<file path="src/rtl/ifc_pkg.sv">
package ifc_pkg;
  localparam int REM_W = 7;

  typedef enum logic [1:0] {
    ST_IDLE = 2'd0,
    ST_ARM  = 2'd1,
    ST_OPEN = 2'd2
  } gate_state_e;

  function automatic logic [REM_W-1:0] gate_ticks(input logic [1:0] code);
    return 7'd1 << {code, 1'b0};
  endfunction
endpackage

</file>
<file path="src/rtl/ifc_edge_sync.sv">
module ifc_edge_sync #(
  parameter int SYNC_STAGES = 2
) (
  input  logic clk,
  input  logic rst,
  input  logic async_in,
  output logic rise_o
);
  logic [SYNC_STAGES-1:0] sync_q;
  logic                   prev_q;
  logic                   rise_q;

  always_ff @(posedge clk) begin
    if (rst) begin
      sync_q <= '0;
      prev_q <= 1'b0;
      rise_q <= 1'b0;
    end else begin
      sync_q <= {sync_q[SYNC_STAGES-2:0], async_in};
      prev_q <= sync_q[SYNC_STAGES-1];
      rise_q <= sync_q[SYNC_STAGES-1] & ~prev_q;
    end
  end

  assign rise_o = rise_q;

  // only rising edges are counted; two pulses never come back to back
  assert_single_pulse_R4: assert property (@(posedge clk) disable iff (rst)
    rise_o |=> !rise_o);
endmodule

</file>
<file path="src/rtl/ifc_src_sel.sv">
module ifc_src_sel #(
  parameter int SYNC_STAGES = 2,
  parameter int DIV_LOG2    = 4
) (
  input  logic clk,
  input  logic rst,
  input  logic if_in,
  input  logic psc_in,
  input  logic sel_psc,
  input  logic hf_mode,
  output logic pulse_o
);
  localparam int NUM_SRC = 2;

  logic [NUM_SRC-1:0] raw_in;
  logic [NUM_SRC-1:0] rise;
  logic [DIV_LOG2-1:0] div_q;
  logic div_hit;
  logic psc_pulse;
  logic pulse_q;

  assign raw_in = {psc_in, if_in};

  for (genvar i = 0; i < NUM_SRC; i++) begin : g_sync
    ifc_edge_sync #(.SYNC_STAGES(SYNC_STAGES)) u_sync (
      .clk      (clk),
      .rst      (rst),
      .async_in (raw_in[i]),
      .rise_o   (rise[i])
    );
  end

  always_ff @(posedge clk) begin
    if (rst) div_q <= '0;
    else if (rise[1]) div_q <= div_q + 1'b1;
  end

  assign div_hit   = rise[1] && (div_q == {DIV_LOG2{1'b1}});
  assign psc_pulse = hf_mode ? div_hit : rise[1];

  always_ff @(posedge clk) begin
    if (rst) pulse_q <= 1'b0;
    else     pulse_q <= sel_psc ? psc_pulse : rise[0];
  end

  assign pulse_o = pulse_q;

  // a count pulse always follows an edge on one of the inputs
  assert_pulse_from_edge_R5: assert property (@(posedge clk) disable iff (rst)
    pulse_o |-> $past(rise != '0));
  // in divided mode a pulse needs the divider at its last state
  assert_div_only_at_wrap_R6: assert property (@(posedge clk) disable iff (rst)
    (pulse_o && $past(sel_psc && hf_mode)) |-> (div_q == '0));
endmodule

</file>
<file path="src/rtl/ifc_gate_ctrl.sv">
module ifc_gate_ctrl
  import ifc_pkg::*;
#(
  parameter int TICK_DIV = 250000
) (
  input  logic       clk,
  input  logic       rst,
  input  logic       cmd_wr,
  input  logic       cmd_start,
  input  logic [1:0] gate_code,
  output logic       accept_o,
  output logic       busy_o,
  output logic       gate_o
);
  localparam int TICK_W = (TICK_DIV > 1) ? $clog2(TICK_DIV) : 1;

  logic [TICK_W-1:0] tcnt_q;
  logic              tick;
  gate_state_e       state_q;
  logic [REM_W-1:0]  rem_q;
  logic [REM_W-1:0]  len_q;
  logic              stop_req;

  always_ff @(posedge clk) begin
    if (rst || tick) tcnt_q <= '0;
    else             tcnt_q <= tcnt_q + 1'b1;
  end
  assign tick = (tcnt_q == TICK_W'(TICK_DIV - 1));

  assign accept_o = (state_q == ST_IDLE) && cmd_wr && cmd_start;
  assign stop_req = (state_q != ST_IDLE) && cmd_wr && !cmd_start;

  always_ff @(posedge clk) begin
    if (rst) begin
      state_q <= ST_IDLE;
      rem_q   <= '0;
      len_q   <= '0;
    end else begin
      unique case (state_q)
        ST_IDLE: if (accept_o) begin
          state_q <= ST_ARM;
          len_q   <= gate_ticks(gate_code);
        end
        ST_ARM: begin
          if (stop_req) state_q <= ST_IDLE;
          else if (tick) begin
            state_q <= ST_OPEN;
            rem_q   <= len_q;
          end
        end
        ST_OPEN: begin
          if (stop_req) state_q <= ST_IDLE;
          else if (tick) begin
            if (rem_q == REM_W'(1)) state_q <= ST_IDLE;
            else                    rem_q   <= rem_q - 1'b1;
          end
        end
        default: state_q <= ST_IDLE;
      endcase
    end
  end

  assign busy_o = (state_q != ST_IDLE);
  assign gate_o = (state_q == ST_OPEN);

  // the gate opens only on a timebase tick
  assert_gate_opens_on_tick_R3: assert property (@(posedge clk) disable iff (rst)
    $rose(gate_o) |-> $past(tick));
  // busy drops only at a tick or on an abort
  assert_busy_end_cause_R7: assert property (@(posedge clk) disable iff (rst)
    $fell(busy_o) |-> ($past(tick) || $past(cmd_wr && !cmd_start)));
  // a start during an open window leaves it open
  assert_restart_ignored_R11: assert property (@(posedge clk) disable iff (rst)
    (gate_o && cmd_wr && cmd_start && !tick) |=> gate_o);
endmodule

</file>
<file path="src/rtl/ifc_bin_counter.sv">
module ifc_bin_counter #(
  parameter int CNT_W    = 20,
  parameter bit SATURATE = 1'b1
) (
  input  logic             clk,
  input  logic             rst,
  input  logic             clr,
  input  logic             inc,
  output logic [CNT_W-1:0] cnt_o,
  output logic             over_o
);
  localparam logic [CNT_W-1:0] FULL = {CNT_W{1'b1}};

  logic [CNT_W-1:0] cnt_q;
  logic             over_q;

  always_ff @(posedge clk) begin
    if (rst || clr) begin
      cnt_q  <= '0;
      over_q <= 1'b0;
    end else if (inc) begin
      if (cnt_q == FULL) begin
        over_q <= 1'b1;
        if (!SATURATE) cnt_q <= '0;
      end else begin
        cnt_q <= cnt_q + 1'b1;
      end
    end
  end

  assign cnt_o  = cnt_q;
  assign over_o = over_q;

  // a start clears both result and flag
  assert_clear_on_start_R2: assert property (@(posedge clk) disable iff (rst)
    clr |=> (cnt_o == '0 && !over_o));
  // without count pulses the result holds
  assert_hold_when_idle_R7: assert property (@(posedge clk) disable iff (rst)
    (!clr && !inc) |=> $stable(cnt_o));
  // overflow flag is sticky
  assert_no_overflow_loss_R8: assert property (@(posedge clk) disable iff (rst)
    (!clr && over_o) |=> over_o);
  // a pulse at full scale raises the flag
  assert_overflow_flagged_R8: assert property (@(posedge clk) disable iff (rst)
    (!clr && inc && cnt_o == FULL) |=> over_o);
endmodule

</file>
<file path="src/rtl/ifc_freq_meter.sv">
module ifc_freq_meter #(
  parameter int CNT_W       = 20,
  parameter int TICK_DIV    = 250000,
  parameter bit SATURATE    = 1'b1,
  parameter int SYNC_STAGES = 2,
  parameter int DIV_LOG2    = 4
) (
  input  logic             clk,
  input  logic             rst,
  input  logic             cmd_wr,
  input  logic             cmd_start,
  input  logic [1:0]       gate_sel,
  input  logic             src_psc,
  input  logic             hf_mode,
  input  logic             if_in,
  input  logic             psc_in,
  output logic             busy,
  output logic             over,
  output logic [CNT_W-1:0] count
);
  logic accept;
  logic gate;
  logic pulse;
  logic sel_q;
  logic hf_q;

  always_ff @(posedge clk) begin
    if (rst) begin
      sel_q <= 1'b0;
      hf_q  <= 1'b0;
    end else if (accept) begin
      sel_q <= src_psc;
      hf_q  <= hf_mode;
    end
  end

  ifc_gate_ctrl #(.TICK_DIV(TICK_DIV)) u_gate (
    .clk       (clk),
    .rst       (rst),
    .cmd_wr    (cmd_wr),
    .cmd_start (cmd_start),
    .gate_code (gate_sel),
    .accept_o  (accept),
    .busy_o    (busy),
    .gate_o    (gate)
  );

  ifc_src_sel #(.SYNC_STAGES(SYNC_STAGES), .DIV_LOG2(DIV_LOG2)) u_src (
    .clk     (clk),
    .rst     (rst),
    .if_in   (if_in),
    .psc_in  (psc_in),
    .sel_psc (sel_q),
    .hf_mode (hf_q),
    .pulse_o (pulse)
  );

  ifc_bin_counter #(.CNT_W(CNT_W), .SATURATE(SATURATE)) u_cnt (
    .clk    (clk),
    .rst    (rst),
    .clr    (accept),
    .inc    (gate && pulse),
    .cnt_o  (count),
    .over_o (over)
  );

  // nothing is counted while idle
  assert_idle_frozen_R10: assert property (@(posedge clk) disable iff (rst)
    (!busy && !accept) |=> $stable(count));
endmodule

</file>
<file path="config.mk">
export PLATFORM = sky130hd
export DESIGN_NAME = ifc_freq_meter
export DESIGN_NICKNAME = d
export VERILOG_FILES = /design/src/rtl/ifc_pkg.sv /design/src/rtl/ifc_edge_sync.sv /design/src/rtl/ifc_src_sel.sv /design/src/rtl/ifc_gate_ctrl.sv /design/src/rtl/ifc_bin_counter.sv /design/src/rtl/ifc_freq_meter.sv
export SDC_FILE = /design/constraint.sdc
export NUM_CORES = 1
export LEC_CHECK = 0
export BUFFER_PORTS_ARGS = -buffer_cell sky130_fd_sc_hd__buf_2
export CORE_MARGIN = 2
export CORE_UTILIZATION = 45
export DETAILED_ROUTE_END_ITERATION = 8
export GPL_ROUTABILITY_DRIVEN = 0
export PLACE_DENSITY = 0.69
export SLEW_MARGIN = 20
export SYNTH_ARGS = -nofsm -noshare
export SYNTH_HDL_FRONTEND = slang
export SYNTH_SLANG_ARGS = --single-unit
</file>
<file path="constraint.sdc">
create_clock -name clk -period 1.8 [get_ports clk]
set_input_delay 0.18 -clock clk [delete_from_list [all_inputs] [get_ports clk]]
set_output_delay 0.18 -clock clk [all_outputs]
set_load 0.005 [all_outputs]
</file>
[Word-level counts from Yosys, hierarchy flattened]
Index checks and enable logic that the tools add are counted.
Storage, ports and cells
  bits of input ports: 10
  register bits: 70
  word-level logic and storage cells: 73
  output and inout bits: 22
Cells by class
  eq/ne operators: 15
  shift-type cells: 1
  bitwise operators: 5
  reduce and logical (&&, ||, !) cells: 17
  add/sub/neg operators: 4
  muxes and demuxes: 15
Operator list (count)
  $mux 7: 5
  $add 20x1->20 const B: 1
  $eq 20x20->1 const B: 1
  $add 18x1->18 const B: 1
  $eq 18x18->1 const B: 1
  $pmux 7 s2: 1
  $mux 2: 6
  $ne 3x1->1 const B: 3
  $eq 7x1->1 const B: 1
  $shl 1x3->7 const A: 1
  $sub 7x1->7 const B: 1
  $logic_and 1x1->1: 6
  $ne 2x1->1 const B: 3
  $ne 2x2->1 const B: 3
  $pmux 2 s3: 1
  $reduce_and 2->1: 3
  $reduce_and 6->1: 1
  $add 4x1->4 const B: 1
  $eq 4x4->1 const B: 1
  $reduce_and 4->1: 1
  $reduce_bool 2->1: 2
  $not 1->1: 3
  $and 1x1->1: 2
  $eq 2x1->1 const B: 1
  5 further kinds: 7

[Longest topological paths before layout]
  word-level depth: 5
  gate-level depth with buffers: 8
  mapped depth without buffers: 7

[Modules after synthesis]
Synthesis repeated with hierarchy kept, for this count alone.
Second synthesis, totals
  cell total of the unflattened synthesis: 344
  area, all modules: 3060.4 um2
By module, submodules not included
  ifc_gate_ctrl: seq. area each 620.6 um2, area each 1521.5 um2, instances 1, cells an instance 185
  ifc_bin_counter: seq. area each 420.4 um2, area each 1034.7 um2, instances 1, cells an instance 116
  ifc_edge_sync: seq. area each 80.1 um2, area each 111.4 um2, instances 2, cells an instance 8
  ifc_src_sel: seq. area each 100.1 um2, area each 207.7 um2, instances 1, cells an instance 20
  ifc_freq_meter: seq. area each 40.0 um2, area each 73.8 um2, instances 1, cells an instance 7

[Least setup slack after synthesis]
No wires, ideal clock.
  kind: register -> register
  from: register u_gate.tcnt_q[0]
  to: register u_gate.rem_q[5]
  setup time: 0.131 ns
  path slack: 0.064 ns
  period minus slack after synthesis: 1.736 ns
  path buffers: 0
  required time: 1.669 ns
  arrival time: 1.605 ns
  cell stages (with the launch flop): 7
  cells stage by stage: dfxtp_1 -> ha_1 -> and3_2 -> nand2_1 -> or4_4 -> o21ai_1 -> o31ai_1
On the way
  longest elaborated chain between the ends: 3
  elaborated cells between the ends (all ways): 4
  classes of those cells: 3 x eq/ne; 1 x reduce/logical
RTL lines
  start: declaration: RTL line ifc_gate_ctrl.sv:17  | logic [TICK_W-1:0] tcnt_q;
  start signal: assignment: RTL line ifc_gate_ctrl.sv:26  | else tcnt_q <= tcnt_q + 1'b1;
  $eq 18x18->1 (*): RTL line ifc_gate_ctrl.sv:28  | assign tick = (tcnt_q == TICK_W'(TICK_DIV - 1));
  $ne 2x1->1 (no line)
  $reduce_and 6->1 (no line) (*)
  end signal: assignment: RTL line ifc_gate_ctrl.sv:48  | rem_q <= len_q;
  end signal: assignment: RTL line ifc_gate_ctrl.sv:55  | else rem_q <= rem_q - 1'b1;
  end: declaration: RTL line ifc_gate_ctrl.sv:20  | logic [REM_W-1:0] rem_q;
Every way passes the cells marked *; elsewhere a longest branch is shown, timed or not.
A chain may end at the register's enable or synchronous reset.

[Worst setup path in the final report]
  from: register u_gate.tcnt_q[10]
  to: register u_gate.rem_q[3]
The elaborated chain is that of the path after synthesis.

==> results_dict.tcl <==
set metrics [dict create \
    status "finished with violations" \
    violations "negative setup slack" \
    syn-mean-instance-area_um2 8.526 \
    ant_nets 0 \
    path_cells "nor4_4, nand4_1, or4_4, o21ai_2, a21oi_2" \
    syn2layout_area_growth_pct 26.09 \
    start_util_pct 45.94 \
    ys_ff_latch 67 \
    worst_r2r_path_depth 5 \
    ios 32 \
    finalCritPeriodShare_pct 102.6 \
    diodes 0 \
    grt_pass1_wl_mm 11.27 \
    hold_viol 0 \
    portBuffers 31 \
    reg2reg_slack_ns -0.05 \
    leakagePower_nw 1.499 \
    die-height_um 86.59 \
    setup_tns_ns -0.1793 \
    netlist_area_um2 3069 \
    grt_pass1_vias 2565 \
    ys_top_cells_by_area "dfxtp_1 44%, nor2_1 7.5%, xnor2_1 6.0%" \
    coreArea_um2 6681 \
    yosysSeqAreaShare_pct 43.70 \
    synth_cells 360 \
    min_to "u_src.g_sync[0].u_sync.sync_q[0]$_SDFF_PP0_" \
    tightest_slew_ns 0.4419 \
    drt-vias-per-instance 5.248 \
    cts_buffers 9 \
    layoutNonFillerInstCount 517 \
    route.vias.total 2713 \
    finish.utilization_pct 57.92 \
    yosysTopAreaCell "dfxtp_1" \
    ys.warnings.count 0 \
    fill_cells 618 \
    dr.pass1.iters 4 \
    grt_max_degree 22 \
    cap_viol_max_count 0 \
    layout.nets 447 \
    min_path_type "input pin to flop" \
    ys_types 45 \
    place_area_um2 3586 \
    avgRoutedWirePerCell_um 12.52 \
    crit_arrival_ns 2.08 \
    worst_ep_required_time_ns 2.03 \
    setup_ws_ns -0.04689 \
    hold_ws_ns 0.03662 \
    skew_ns 0.008526 \
    fin_area_um2 3870 \
    rows 30 \
    antenna_found_initial 0 \
    cp-start-kind "flop" \
    critPathCaptureType "flop" \
    dpl.hpwl_mm 4.748 \
    relSlewSlack_pct 70.31 \
    setup_viol 5 \
    cts_buffer_depth 2 \
    netlist.area_leader.share_pct 43.70 \
    crit_fanout 6 \
    powerDensity_nw_per_um2 774.3 \
    clock_sinks 67 \
    dieArea_um2 7497 \
    dp_cells 500 \
    clock-root-buffer "clkbuf_8" \
    r2r-end "u_gate.rem_q[3]$_SDFFE_PP0P_" \
    peakVddDrop_mv 0.6338 \
    cpMaxStageDelayCell "or4_4" \
    clk_pin_slew_worst_paths_ns 0.07 \
    cts_tree "built" \
    place_worst_setup_slack_ns -0.0001206 \
    period_minus_slack_ns 1.847 \
    finalPower_mw 2.997 \
    drive_gt1_share_pct 26.32 \
    drcViolationCount 0 \
    drt_iter0_drc 142 \
    grt.total_usage_pct 18.93 \
    rsz0062_at_grt "true" \
    clock.fmax_mhz 541.5 \
    cpPeakStageDelay_ns 0.66 \
    drt_wl_total_mm 6.471 \
    htree_levels 3 \
    holdPathStages 2 \
    cts.hold.buffers_added 0 \
    synth_nets 375 \
    insertion_delay_ns 0.35 \
    maxSlewViolCount 0 \
    die_w_um 86.59 \
    hp-start "if_in" \
    grt_overflow 0 \
    path_class "flop to flop" \
    r2r-start "u_gate.tcnt_q[10]$_SDFF_PP0_" \
]
-- cell usage in the layout (no fill, tap or decap), drive strengths merged, types with 4 or more instances in the layout --
master / n
xor2: 14
inv: 10
and3: 7
ha: 5
or3: 4
buf: 72
a211oi: 5
dfxtp: 67
and4: 6
xnor2: 21
nand4: 12
nor4: 12
nand3: 22
nand2: 32
o21ai: 10
a21oi: 14
nor3: 6
clkbuf: 10
nor2b: 10
nand2b: 6
nor2: 61
-- logic make-up (layout without fill, tap and decap cells) --
family	Yosys count	after routing	synth area share (%)
and+or+nand+nor	194	194	33.14
DFF	67	67	43.70
AOI/OAI and AO/OA	36	36	7.379
xor gates and xnor gates	35	35	9.988
buffers and inverters	20	97	2.772
adders and majority gates	5	5	2.038
muxes	3	3	0.9784
-- how the worst max path moves through the flow --
stage	startpoint	endpoint	slack, ns	depth (start not counted)
4_1_cts	u_gate.rem_q[2]$_SDFFE_PP0P_	u_gate.rem_q[1]$_SDFFE_PP0P_	-0.008	5
5_1_grt	u_gate.tcnt_q[10]$_SDFF_PP0_	u_gate.rem_q[3]$_SDFFE_PP0P_	-0.11	5
3_3_place_gp	u_gate.tcnt_q[11]$_SDFF_PP0_	u_gate.rem_q[6]$_SDFFE_PP0P_	0.05	5
2_1_floorplan	u_gate.tcnt_q[0]$_SDFF_PP0_	u_gate.rem_q[5]$_SDFFE_PP0P_	0.06	6
6_report	u_gate.tcnt_q[10]$_SDFF_PP0_	u_gate.rem_q[3]$_SDFFE_PP0P_	-0.05	5
3_5_place_dp	u_gate.tcnt_q[11]$_SDFF_PP0_	u_gate.rem_q[6]$_SDFFE_PP0P_	-0.0001	5
-- cells in the mapped netlist (all sizes together) --
master and instances:
dfxtp 67, nor2 61, nand2 32, nand3 22, xnor2 21, a21oi 14
xor2 14, nand4 12, nor4 12, nor2b 10, o21ai 10, inv 9
and3 7, and4 6, clkbuf 6, nand2b 6, nor3 6, a211oi 5
buf 5, ha 5, or3 4, a31oi 3, mux2i 3, nand3b 3
or2 3, or4 3, and2b 2, and4bb 2, nand4b 2, o31ai 2
a22o 1, a41oi 1, or2b 1
-- cell type report --
| type | instances | area, um^2 | share of cell area [%] |
|---|---|---|---|
| multi-input cells | 273 | 1697 | 43.84 |
| flip-flops and latches | 67 | 1348 | 34.82 |
| repair buffers | 72 | 475.5 | 12.29 |
| clock buffers | 10 | 127.6 | 3.298 |
| well taps | 80 | 100.1 | 2.586 |
| clock inverters | 6 | 88.84 | 2.296 |
| inverters | 9 | 33.78 | 0.8729 |
-- worst max-delay path, delay by kind of cell (launching register included) --
kind	cells	cell delay [ns]
AOI/OAI and AO/OA	2	0.23
and+or+nand+nor	3	1.15
DFF	1	0.36
-- timing repair --
action,4_1_cts,5_1_grt
resized for setup,6,11
setup endpoints to repair,2,16
pin swaps,8,6
setup buffers,0,1
-- flip-flops by register name (all words and copies together), names as in the netlist --
| name | cells |
|---|---|
| u_cnt.over_o | 1 |
| u_gate.state_q | 2 |
| u_src.pulse_o | 1 |
| u_src.div_q | 4 |
| u_src.g_sync.u_sync.prev_q | 2 |
| sel_q | 1 |
| u_src.g_sync.u_sync.rise_o | 2 |
| u_gate.rem_q | 7 |
| u_gate.tcnt_q | 18 |
| u_gate.len_q | 4 |
| u_src.g_sync.u_sync.sync_q | 4 |
| hf_q | 1 |
| u_cnt.cnt_o | 20 |
-- layer usage --
layer  global-route usage [%]  up-vias  share of wire (%)
li1                         -     1402                  -
met1                    24.03     1234                 46
met2                    29.79       66                 46
met3                    4.952       11                5.7
met4                    9.375        0                1.9
met5                        0        -                  0
-- report_power, final --
part | internal [mW] | switching [mW] | total [mW]
clock | 0.782 | 0.591 | 1.37
sequential | 1.50 | 0.0108 | 1.51
combinational | 0.0491 | 0.0637 | 0.113
No activity file was read; power rests on OpenSTA's default activity.
